===== config.mk =====
export PLATFORM = sky130hd
export DESIGN_NAME = illegal_trap_ctrl
export DESIGN_NICKNAME = d
export VERILOG_FILES = /design/src/rtl/trap_pkg.sv /design/src/rtl/trap_legality.sv /design/src/rtl/trap_control.sv /design/src/rtl/trap_datapath.sv /design/src/rtl/illegal_trap_ctrl.sv
export SDC_FILE = /design/constraint.sdc
export NUM_CORES = 1
export LEC_CHECK = 0
export BUFFER_PORTS_ARGS = -buffer_cell sky130_fd_sc_hd__buf_2
export CAP_MARGIN = 30
export CORE_AREA = 2 2 105 107
export DETAILED_ROUTE_END_ITERATION = 6
export DIE_AREA = 0 0 107 109
export PLACE_DENSITY_LB_ADDON = 0.2
export SETUP_SLACK_MARGIN = 0.3
export SLEW_MARGIN = 15
export SYNTH_ARGS = -nofsm -noshare
export SYNTH_HDL_FRONTEND = slang
export SYNTH_SLANG_ARGS = --single-unit

===== constraint.sdc =====
create_clock -name clk -period 4.05 [get_ports clk]
set_input_delay 0.81 -clock clk [delete_from_list [all_inputs] [get_ports clk]]
set_output_delay 0.81 -clock clk [all_outputs]
set_load 0.005 [all_outputs]

===== src/rtl/trap_pkg.sv =====
package trap_pkg;
  localparam int unsigned XLEN = 32;
  localparam logic [XLEN-1:0] CAUSE_ILLEGAL = 32'h0000_0002;

  localparam logic [6:0] OPC_LUI    = 7'b0110111;
  localparam logic [6:0] OPC_AUIPC  = 7'b0010111;
  localparam logic [6:0] OPC_JAL    = 7'b1101111;
  localparam logic [6:0] OPC_JALR   = 7'b1100111;
  localparam logic [6:0] OPC_BRANCH = 7'b1100011;
  localparam logic [6:0] OPC_LOAD   = 7'b0000011;
  localparam logic [6:0] OPC_STORE  = 7'b0100011;
  localparam logic [6:0] OPC_OPIMM  = 7'b0010011;
  localparam logic [6:0] OPC_OP     = 7'b0110011;
  localparam logic [6:0] OPC_FENCE  = 7'b0001111;
  localparam logic [6:0] OPC_SYSTEM = 7'b1110011;

  typedef struct packed {
    logic takeTrap;
    logic doReturn;
  } trapStrobes_t;
endpackage


===== src/rtl/trap_legality.sv =====
module trap_legality
  import trap_pkg::*;
#(
  parameter bit ALLOW_FENCE_I = 1'b0
) (
  input  logic [31:0] word,
  output logic        isIllegal
);
  logic [6:0] opcode;
  logic [2:0] funct3;
  logic [6:0] funct7;
  logic       fenceOk;

  assign opcode = word[6:0];
  assign funct3 = word[14:12];
  assign funct7 = word[31:25];

  generate
    if (ALLOW_FENCE_I) begin : g_fencei
      assign fenceOk = (funct3 == 3'b000) || (funct3 == 3'b001);
    end else begin : g_fence_only
      assign fenceOk = (funct3 == 3'b000);
    end
  endgenerate

  always_comb begin
    isIllegal = 1'b0;
    unique case (opcode)
      OPC_LUI, OPC_AUIPC, OPC_JAL: isIllegal = 1'b0;
      OPC_JALR:   isIllegal = (funct3 != 3'b000);
      OPC_BRANCH: isIllegal = (funct3 == 3'b010) || (funct3 == 3'b011);
      OPC_LOAD:   isIllegal = (funct3 == 3'b011) || (funct3 == 3'b110) || (funct3 == 3'b111);
      OPC_STORE:  isIllegal = (funct3[2] == 1'b1) || (funct3 == 3'b011);
      OPC_OPIMM: begin
        if (funct3 == 3'b001)      isIllegal = (funct7 != 7'b0000000);
        else if (funct3 == 3'b101) isIllegal = (funct7 != 7'b0000000) && (funct7 != 7'b0100000);
        else                       isIllegal = 1'b0;
      end
      OPC_OP: begin
        if (funct7 == 7'b0000000)      isIllegal = 1'b0;
        else if (funct7 == 7'b0100000) isIllegal = (funct3 != 3'b000) && (funct3 != 3'b101);
        else                           isIllegal = 1'b1;
      end
      OPC_FENCE:  isIllegal = !fenceOk;
      OPC_SYSTEM: isIllegal = (funct3 == 3'b100);
      default:    isIllegal = 1'b1;
    endcase
  end
endmodule


===== src/rtl/trap_control.sv =====
module trap_control
  import trap_pkg::*;
(
  input  logic         preIllegal,
  input  logic         flushEx,
  input  logic         flushMem,
  input  logic         mretIn,
  output trapStrobes_t strobes
);
  always_comb begin
    strobes.takeTrap = preIllegal && !(flushEx || flushMem);
    strobes.doReturn = mretIn && !strobes.takeTrap;
  end
endmodule


===== src/rtl/trap_datapath.sv =====
module trap_datapath
  import trap_pkg::*;
(
  input  logic            clk,
  input  logic            rst,
  input  trapStrobes_t    strobes,
  input  logic [XLEN-1:0] instrWord,
  input  logic [XLEN-1:0] instrPc,
  input  logic            mieIn,
  input  logic [XLEN-1:0] mtvecIn,
  input  logic [XLEN-1:0] mepcIn,
  output logic            killInstr,
  output logic            redirectValid,
  output logic [XLEN-1:0] redirectPc,
  output logic            mcauseWe,
  output logic [XLEN-1:0] mcauseData,
  output logic            mepcWe,
  output logic [XLEN-1:0] mepcData,
  output logic            mtvalWe,
  output logic [XLEN-1:0] mtvalData,
  output logic            mstatusWe,
  output logic            mieData,
  output logic            mpieData
);
  logic savedMpie;

  always_ff @(posedge clk) begin
    if (rst) begin
      killInstr     <= 1'b0;
      redirectValid <= 1'b0;
      redirectPc    <= '0;
      mcauseWe      <= 1'b0;
      mcauseData    <= '0;
      mepcWe        <= 1'b0;
      mepcData      <= '0;
      mtvalWe       <= 1'b0;
      mtvalData     <= '0;
      mstatusWe     <= 1'b0;
      mieData       <= 1'b0;
      mpieData      <= 1'b0;
      savedMpie     <= 1'b0;
    end else begin
      killInstr     <= strobes.takeTrap;
      mcauseWe      <= strobes.takeTrap;
      mepcWe        <= strobes.takeTrap;
      mtvalWe       <= strobes.takeTrap;
      redirectValid <= strobes.takeTrap || strobes.doReturn;
      mstatusWe     <= strobes.takeTrap || strobes.doReturn;
      if (strobes.takeTrap) begin
        redirectPc <= mtvecIn;
        mcauseData <= CAUSE_ILLEGAL;
        mepcData   <= instrPc;
        mtvalData  <= instrWord;
        mieData    <= 1'b0;
        mpieData   <= mieIn;
        savedMpie  <= mieIn;
      end else if (strobes.doReturn) begin
        redirectPc <= mepcIn;
        mieData    <= savedMpie;
        mpieData   <= 1'b1;
        savedMpie  <= 1'b1;
      end
    end
  end

  // entry always clears the enable it writes
  p_entry_clears_mie_r8: assert property (@(posedge clk) disable iff (rst)
    mcauseWe |-> (mstatusWe && !mieData));
  // return writes a set previous-enable and touches no trap CSR
  p_return_sets_mpie_r9: assert property (@(posedge clk) disable iff (rst)
    (mstatusWe && !mcauseWe) |-> (mpieData && !mepcWe && !mtvalWe));
endmodule


===== src/rtl/illegal_trap_ctrl.sv =====
module illegal_trap_ctrl
  import trap_pkg::*;
(
  input  logic        clk,
  input  logic        rst,
  input  logic        instrValid,
  input  logic [31:0] instrWord,
  input  logic [31:0] instrPc,
  input  logic        flushEx,
  input  logic        flushMem,
  input  logic        mieIn,
  input  logic [31:0] mtvecIn,
  input  logic [31:0] mepcIn,
  input  logic        mretIn,
  output logic        illegalFlag,
  output logic        killInstr,
  output logic        redirectValid,
  output logic [31:0] redirectPc,
  output logic        mcauseWe,
  output logic [31:0] mcauseData,
  output logic        mepcWe,
  output logic [31:0] mepcData,
  output logic        mtvalWe,
  output logic [31:0] mtvalData,
  output logic        mstatusWe,
  output logic        mieData,
  output logic        mpieData
);
  logic         wordBad;
  trapStrobes_t strobes;

  trap_legality #(.ALLOW_FENCE_I(1'b0)) u_legal (
    .word      (instrWord),
    .isIllegal (wordBad)
  );

  assign illegalFlag = instrValid && wordBad;

  trap_control u_ctrl (
    .preIllegal (illegalFlag),
    .flushEx    (flushEx),
    .flushMem   (flushMem),
    .mretIn     (mretIn),
    .strobes    (strobes)
  );

  trap_datapath u_dp (
    .clk           (clk),
    .rst           (rst),
    .strobes       (strobes),
    .instrWord     (instrWord),
    .instrPc       (instrPc),
    .mieIn         (mieIn),
    .mtvecIn       (mtvecIn),
    .mepcIn        (mepcIn),
    .killInstr     (killInstr),
    .redirectValid (redirectValid),
    .redirectPc    (redirectPc),
    .mcauseWe      (mcauseWe),
    .mcauseData    (mcauseData),
    .mepcWe        (mepcWe),
    .mepcData      (mepcData),
    .mtvalWe       (mtvalWe),
    .mtvalData     (mtvalData),
    .mstatusWe     (mstatusWe),
    .mieData       (mieData),
    .mpieData      (mpieData)
  );

  p_flush_cancels_r5: assert property (@(posedge clk) disable iff (rst)
    (illegalFlag && (flushEx || flushMem) && !mretIn) |=> !mcauseWe && !redirectValid);
  p_redirect_vector_r6: assert property (@(posedge clk) disable iff (rst)
    (illegalFlag && !flushEx && !flushMem) |=>
      (killInstr && redirectValid && redirectPc == $past(mtvecIn)));
  p_capture_word_r7: assert property (@(posedge clk) disable iff (rst)
    (illegalFlag && !flushEx && !flushMem) |=>
      (mtvalData == $past(instrWord) && mepcData == $past(instrPc) && mcauseData == 32'h2));
  p_return_target_r9: assert property (@(posedge clk) disable iff (rst)
    (mretIn && !(illegalFlag && !flushEx && !flushMem)) |=>
      (redirectValid && redirectPc == $past(mepcIn) && !killInstr));
  p_valid_gate_r12: assert property (@(posedge clk) disable iff (rst)
    !instrValid |-> !illegalFlag);
endmodule


After elaboration in Yosys (flattened, before gate mapping)
Cells that the tools add are included.
Word-level totals
  register bits after elaboration: 101
  input bits: 135
  output and inout bits: 137
Operators by class
  equal/unequal tests: 21
  multiplexer cells: 9
  reduce and logical (&&, ||, !) cells: 21
Operators by type and width (count)
  two-way mux 32 bit: 2
  equality test 7 x 6 -> 1 bit (second input constant): 4
  equality test 7 bit (second input constant): 4
  equality test 7 x 5 -> 1 bit (second input constant): 2
  equality test 3 bit (second input constant): 4
  case mux 1 bit (9 select lines): 1
  equality test 7 x 2 -> 1 bit (second input constant): 1
  equality test 7 x 4 -> 1 bit (second input constant): 1
  zero test 7 bit: 1
  inequality test 7 x 6 -> 1 bit (second input constant): 1
  nonzero test 7 bit: 1
  equality test 3 x 2 -> 1 bit (second input constant): 2
  logical OR 1 bit: 6
  two-way mux 1 bit: 6
  logical AND 1 bit: 5
  equality test 3 x 1 -> 1 bit (second input constant): 1
  zero test 1 bit: 3
  zero test 3 bit: 1
  inequality test 3 bit (second input constant): 1
  nonzero test 3 bit: 1
  OR reduction 3 bit: 1
  nonzero test 2 bit: 1
  OR reduction 2 bit: 1

Depth between registers and ports, before layout
  depth in word-level cells: 11
  depth in mapped cells: 10
  mapped depth without buffers: 7

Hierarchy
A second synthesis with hierarchy kept.
Second synthesis, totals
  cells, all modules: 434
  area, all modules: 4460.5 um^2
By module, submodules not included
  trap_datapath: times used 1, cells each 401, area each 4229.1 um^2
  trap_legality: times used 1, cells each 30, area each 206.4 um^2
  trap_control: times used 1, cells each 2, area each 18.8 um^2
  illegal_trap_ctrl: times used 1, cells each 1, area each 6.3 um^2

Worst setup path before layout
OpenSTA, ideal clock, no wires.
  kind: input port to output port
  from: in instrWord[4]
  to: out illegalFlag
  data arrival time: 2.204 ns
  required time: 3.240 ns
  slack: 1.036 ns
  stages: 7
  cells stage by stage: buf_2 -> nand3b_1 -> and3_1 -> a211o_1 -> o31ai_4 -> inv_2 -> buf_2
Between the ends
  word-level cells in the longest chain between the ends: 4
  elaborated cells between the ends (all ways): 14
  those cells by class: 11 x eq/ne; 1 x mux; 2 x reduce/logical
RTL lines
  start, declared: RTL line illegal_trap_ctrl.sv:7  | input logic [31:0] instrWord,
  equality test 7 x 6 -> 1 bit (tied with other cells): RTL line trap_legality.sv:28  | unique case (opcode)
  OR reduction 3 bit: RTL line trap_legality.sv:28
  case mux 1 bit (9 select lines) (*): RTL line trap_legality.sv:28
  logical AND 1 bit (*): RTL line illegal_trap_ctrl.sv:37  | assign illegalFlag = instrValid && wordBad;
  end, declared: RTL line illegal_trap_ctrl.sv:15  | output logic illegalFlag,
Every way passes the cells marked *; elsewhere a longest branch is shown, timed or not.

Worst setup path after layout
  from: in instrWord[25]
  to: out illegalFlag
Between the ends
  word-level cells in the longest chain between the ends: 6
  elaborated cells between the ends (all ways): 11
  those cells by class: 2 x eq/ne; 5 x mux; 4 x reduce/logical
RTL lines
  inequality test 7 x 6 -> 1 bit or nonzero test 7 bit (tied branches): RTL line trap_legality.sv:36, trap_legality.sv:35
  logical AND 1 bit: RTL line trap_legality.sv:36  | else if (funct3 == 3'b101) isIllegal = (funct7 != 7'b0000000) && (funct7 != 7'b0100000);
  two-way mux 1 bit: RTL line trap_legality.sv:36
  two-way mux 1 bit: RTL line trap_legality.sv:35  | if (funct3 == 3'b001) isIllegal = (funct7 != 7'b0000000);
  case mux 1 bit (9 select lines) (*): RTL line trap_legality.sv:28
  logical AND 1 bit (*): RTL line illegal_trap_ctrl.sv:37
Marks and branches as above.

==> results.yml <==
floorplanning:
  row_count: 38
  die_area_sq_mm: 0.0117
  pin_count: 272
  die_w_um: 107
  fp.dieH_um: 109
  start_util: 0.433
  core_sq_mm: 0.0106
cts:
  hold_buffers: 0
  post_cts_buffers: 0
  clock_path_buffers: 2
  clk_latency_ns: 0.36
  cts_inserted_buffers: 9
  clk_pin_slew_ns: 0.09
  cts_root_buf: "clkbuf_8"
  htree_levels: 3
  cts_tree: "done"
  cts_resized: 0
  cts.sinks: 101
global_route:
  gr-total-overflow: 0
  grt_pass1_vias: 4226
  antenna_found_initial: 1
  grt_max_degree: 98
  grt_first_pass_wirelength_um: 21000
  grt_use_total: 0.225
synth:
  synth-warning-count: 0
  ys_ff_latch: 101
  postSynthAreaPerCell_sq_um: 8.69
  synth_area_sq_mm: 0.00459
  synthTopCellsByArea: "dfxtp_1 44%, mux2i_1 7.4%, a21oi_1 7.2%, nand3_1 7.2%, o21ai_0 7.2%"
  synthCells: 528
  synth.top_cell.area_share: 0.441
  synthDistinctLibCells: 38
  yosysTopAreaCell: "dfxtp_1"
  ys_seq_area_frac: 0.441
power_and_ir_drop:
  total_power_mw: 2.12
  p_leak_nw: 2.68
  p_per_area_mw_per_mm2: 363
  peakVddDrop_v: 0.000179
sta:
  setup-violations-final: 0
  setup_tns_ns: 0
  fin_crit_sh: 0.868
  fin_ws_ns: 0.536
  hold_viol_final: 0
  min_period_ns: 3.51
  rsz0062_at_grt: "no"
  worst_pin_slew_ns: 0.934
  fin_hold_ws_ns: 0.475
  max_freq_mhz: 285
  slew_headroom: 0.377
  drv_slew: 0
  skew_ns: 0.000940
placed_design:
  dp_slack_ns: 0.510
  place.gp.congestion: 0.756
  dp_cells: 852
  dp_hpwl_um: 9290
  post_dp_cell_area_sq_mm: 0.00559
  io_buffers: 240
cells_and_area:
  syn2layout_area_growth_pct: 27.4
  utilization: 0.551
  fin_cells: 869
  fill_cells: 997
  fin_nets: 859
  final_area_sq_mm: 0.00585
  drive_above_1_share: 0.372
critical_path:
  end_kind: "output port"
  r2r_start: "u_dp.redirectPc[24]"
  rr_endpoint: "u_dp.redirectPc[24]"
  cpMostUsedCell: "buf_2"
  path_max_fanout: 37
  startpoint: "instrWord[25]"
  cp_num_buf_inv: 3
  slowest_stage: "nor4_1"
  crit_end: "illegalFlag"
  crit_chain: "buf_2 -> nor4_1 -> a211oi_1 -> a211o_1 -> o31ai_4 -> inv_2 -> buf_2"
  worst_ep_arrival_time_ns: 2.70
  crit_type: "in -> out"
  crit_cells: 7
  crit_family: "compound AO/OA/AOI/OAI gates"
  rr_worst_depth: 2
  r2r_setup_slack_ns: 3.27
  cp.required_ns: 3.24
  critPathMaxStageDelay_ns: 0.57
  cp-start-kind: "input pin"
hold_path:
  hold_class: "reg -> reg"
  hold_depth: 2
drt:
  wl_um: 13600
  final_antenna_net_count: 0
  wl_per_cell_um: 15.6
  route.vias.total: 4538
  dr.pass1.iters: 4
  vias_per_cell: 5.22
  drcViolationCount: 0
  drt_iter0_drc: 243
outcome:
  outcome: "finished clean"
flow_run:
  maxCapViolCount: 0
==> synth_stat cells, drive strengths merged <==
| cell type | number |
|---|---|
| or3 | 1 |
| conb | 1 |
| a211oi | 35 |
| nor3 | 35 |
| a211o | 1 |
| nand3b | 1 |
| clkbuf | 33 |
| and3 | 1 |
| nand2 | 2 |
| buf | 58 |
| or2 | 1 |
| nor4 | 2 |
| o221ai | 2 |
| o31ai | 1 |
| a22o | 1 |
| dfxtp | 101 |
| xor2 | 1 |
| inv | 3 |
| mux2i | 34 |
| nor2 | 7 |
| nor4b | 1 |
| nand4b | 1 |
| o41ai | 1 |
| and2 | 1 |
| nand2b | 2 |
| nor2b | 1 |
| o21ai | 66 |
| a21oi | 66 |
| or3b | 1 |
| nand3 | 66 |
| and4bb | 1 |
==> sequential cells by signal, summed over array words and instances, names as in the netlist <==
| signal | flops |
|---|---|
| u_dp.mepcData | 32 |
| u_dp.mtvalData | 32 |
| u_dp.redirectPc | 32 |
| u_dp.killInstr | 1 |
| u_dp.mcauseData | 1 |
| u_dp.mieData | 1 |
| u_dp.mpieData | 1 |
| u_dp.mstatusWe | 1 |
==> where the power goes <==
| part | internal, mW | switching, mW |
|---|---|---|
| Sequential | 1.04 | 0.0222 |
| Clock | 0.396 | 0.335 |
| Combinational | 0.141 | 0.187 |
| Total | 1.58 | 0.544 |
==> cells in the final DEF, fill, tap and decap left out, types with 2 or more instances in the layout <==
| cell type | netlist | routed |
|---|---|---|
| a211oi_1 | 32 | 32 |
| a211oi_2 | 3 | 3 |
| a21oi_1 | 66 | 66 |
| buf_12 | 0 | 2 |
| buf_2 | 11 | 239 |
| buf_4 | 40 | 5 |
| bufinv_16 | 0 | 2 |
| clkbuf_8 | 0 | 12 |
| conb_1 | 1 | 31 |
| dfxtp_1 | 101 | 101 |
| inv_1 | 2 | 2 |
| mux2i_1 | 34 | 34 |
| nand2b_1 | 2 | 2 |
| nand3_1 | 66 | 66 |
| nor2_1 | 7 | 6 |
| nor3_1 | 35 | 35 |
| nor4_1 | 2 | 2 |
| o21ai_0 | 66 | 66 |
| o221ai_1 | 2 | 2 |
==> layout make-up <==
| cell class | count | area (sq um) | area share |
|---|---|---|---|
| multi-input cells | 363 | 2130 | 0.364 |
| flip-flops and latches | 101 | 2020 | 0.346 |
| repair buffers | 246 | 1270 | 0.218 |
| well taps | 140 | 175 | 0.0300 |
| clock buffers | 12 | 165 | 0.0283 |
| clock inverters | 3 | 67.6 | 0.0116 |
| inverters | 3 | 11.3 | 0.00193 |
| diodes | 1 | 2.50 | 0.000428 |
==> worst reg2reg max path: cells and delay by family (launching register included) <==
family,cells,cell delay (ns)
compound gates,1,0.25
mux,1,0.08
flops,1,0.36
==> cells by family (layout without fill, tap and decap cells) <==
kind of cell              after synthesis  after routing  synth area share
AOI/OAI and AO/OA                     173            173             0.220
and+or+nand+nor                       124            124             0.140
other                                   1             32          0.000817
DFF                                   101            101             0.441
buffers and inverters                  94            264             0.122
muxes                                  34             34            0.0742
xor gates and xnor gates                1              1           0.00191
==> routing by layer <==
metal,share of wire,GRT usage,vias to the layer above
met5,0,0,-
met4,0.018,0.0751,0
met3,0.096,0.0819,23
met2,0.48,0.366,182
met1,0.41,0.277,2104
li1,-,-,2229
==> worst min-delay path by stage <==
stage                       startpoint                 end  slack (ns)
finish              u_dp.mtvalData[28]  u_dp.mtvalData[28]        0.47
global route        u_dp.mtvalData[22]  u_dp.mtvalData[22]        0.50
CTS                 u_dp.mcauseData[1]  u_dp.mcauseData[1]        0.48
detailed placement  u_dp.mcauseData[1]  u_dp.mcauseData[1]        0.45
global placement    u_dp.mcauseData[1]  u_dp.mcauseData[1]        0.45
floorplan           u_dp.mcauseData[1]  u_dp.mcauseData[1]        0.46
Note: power is estimated with default switching activity, not from simulation.
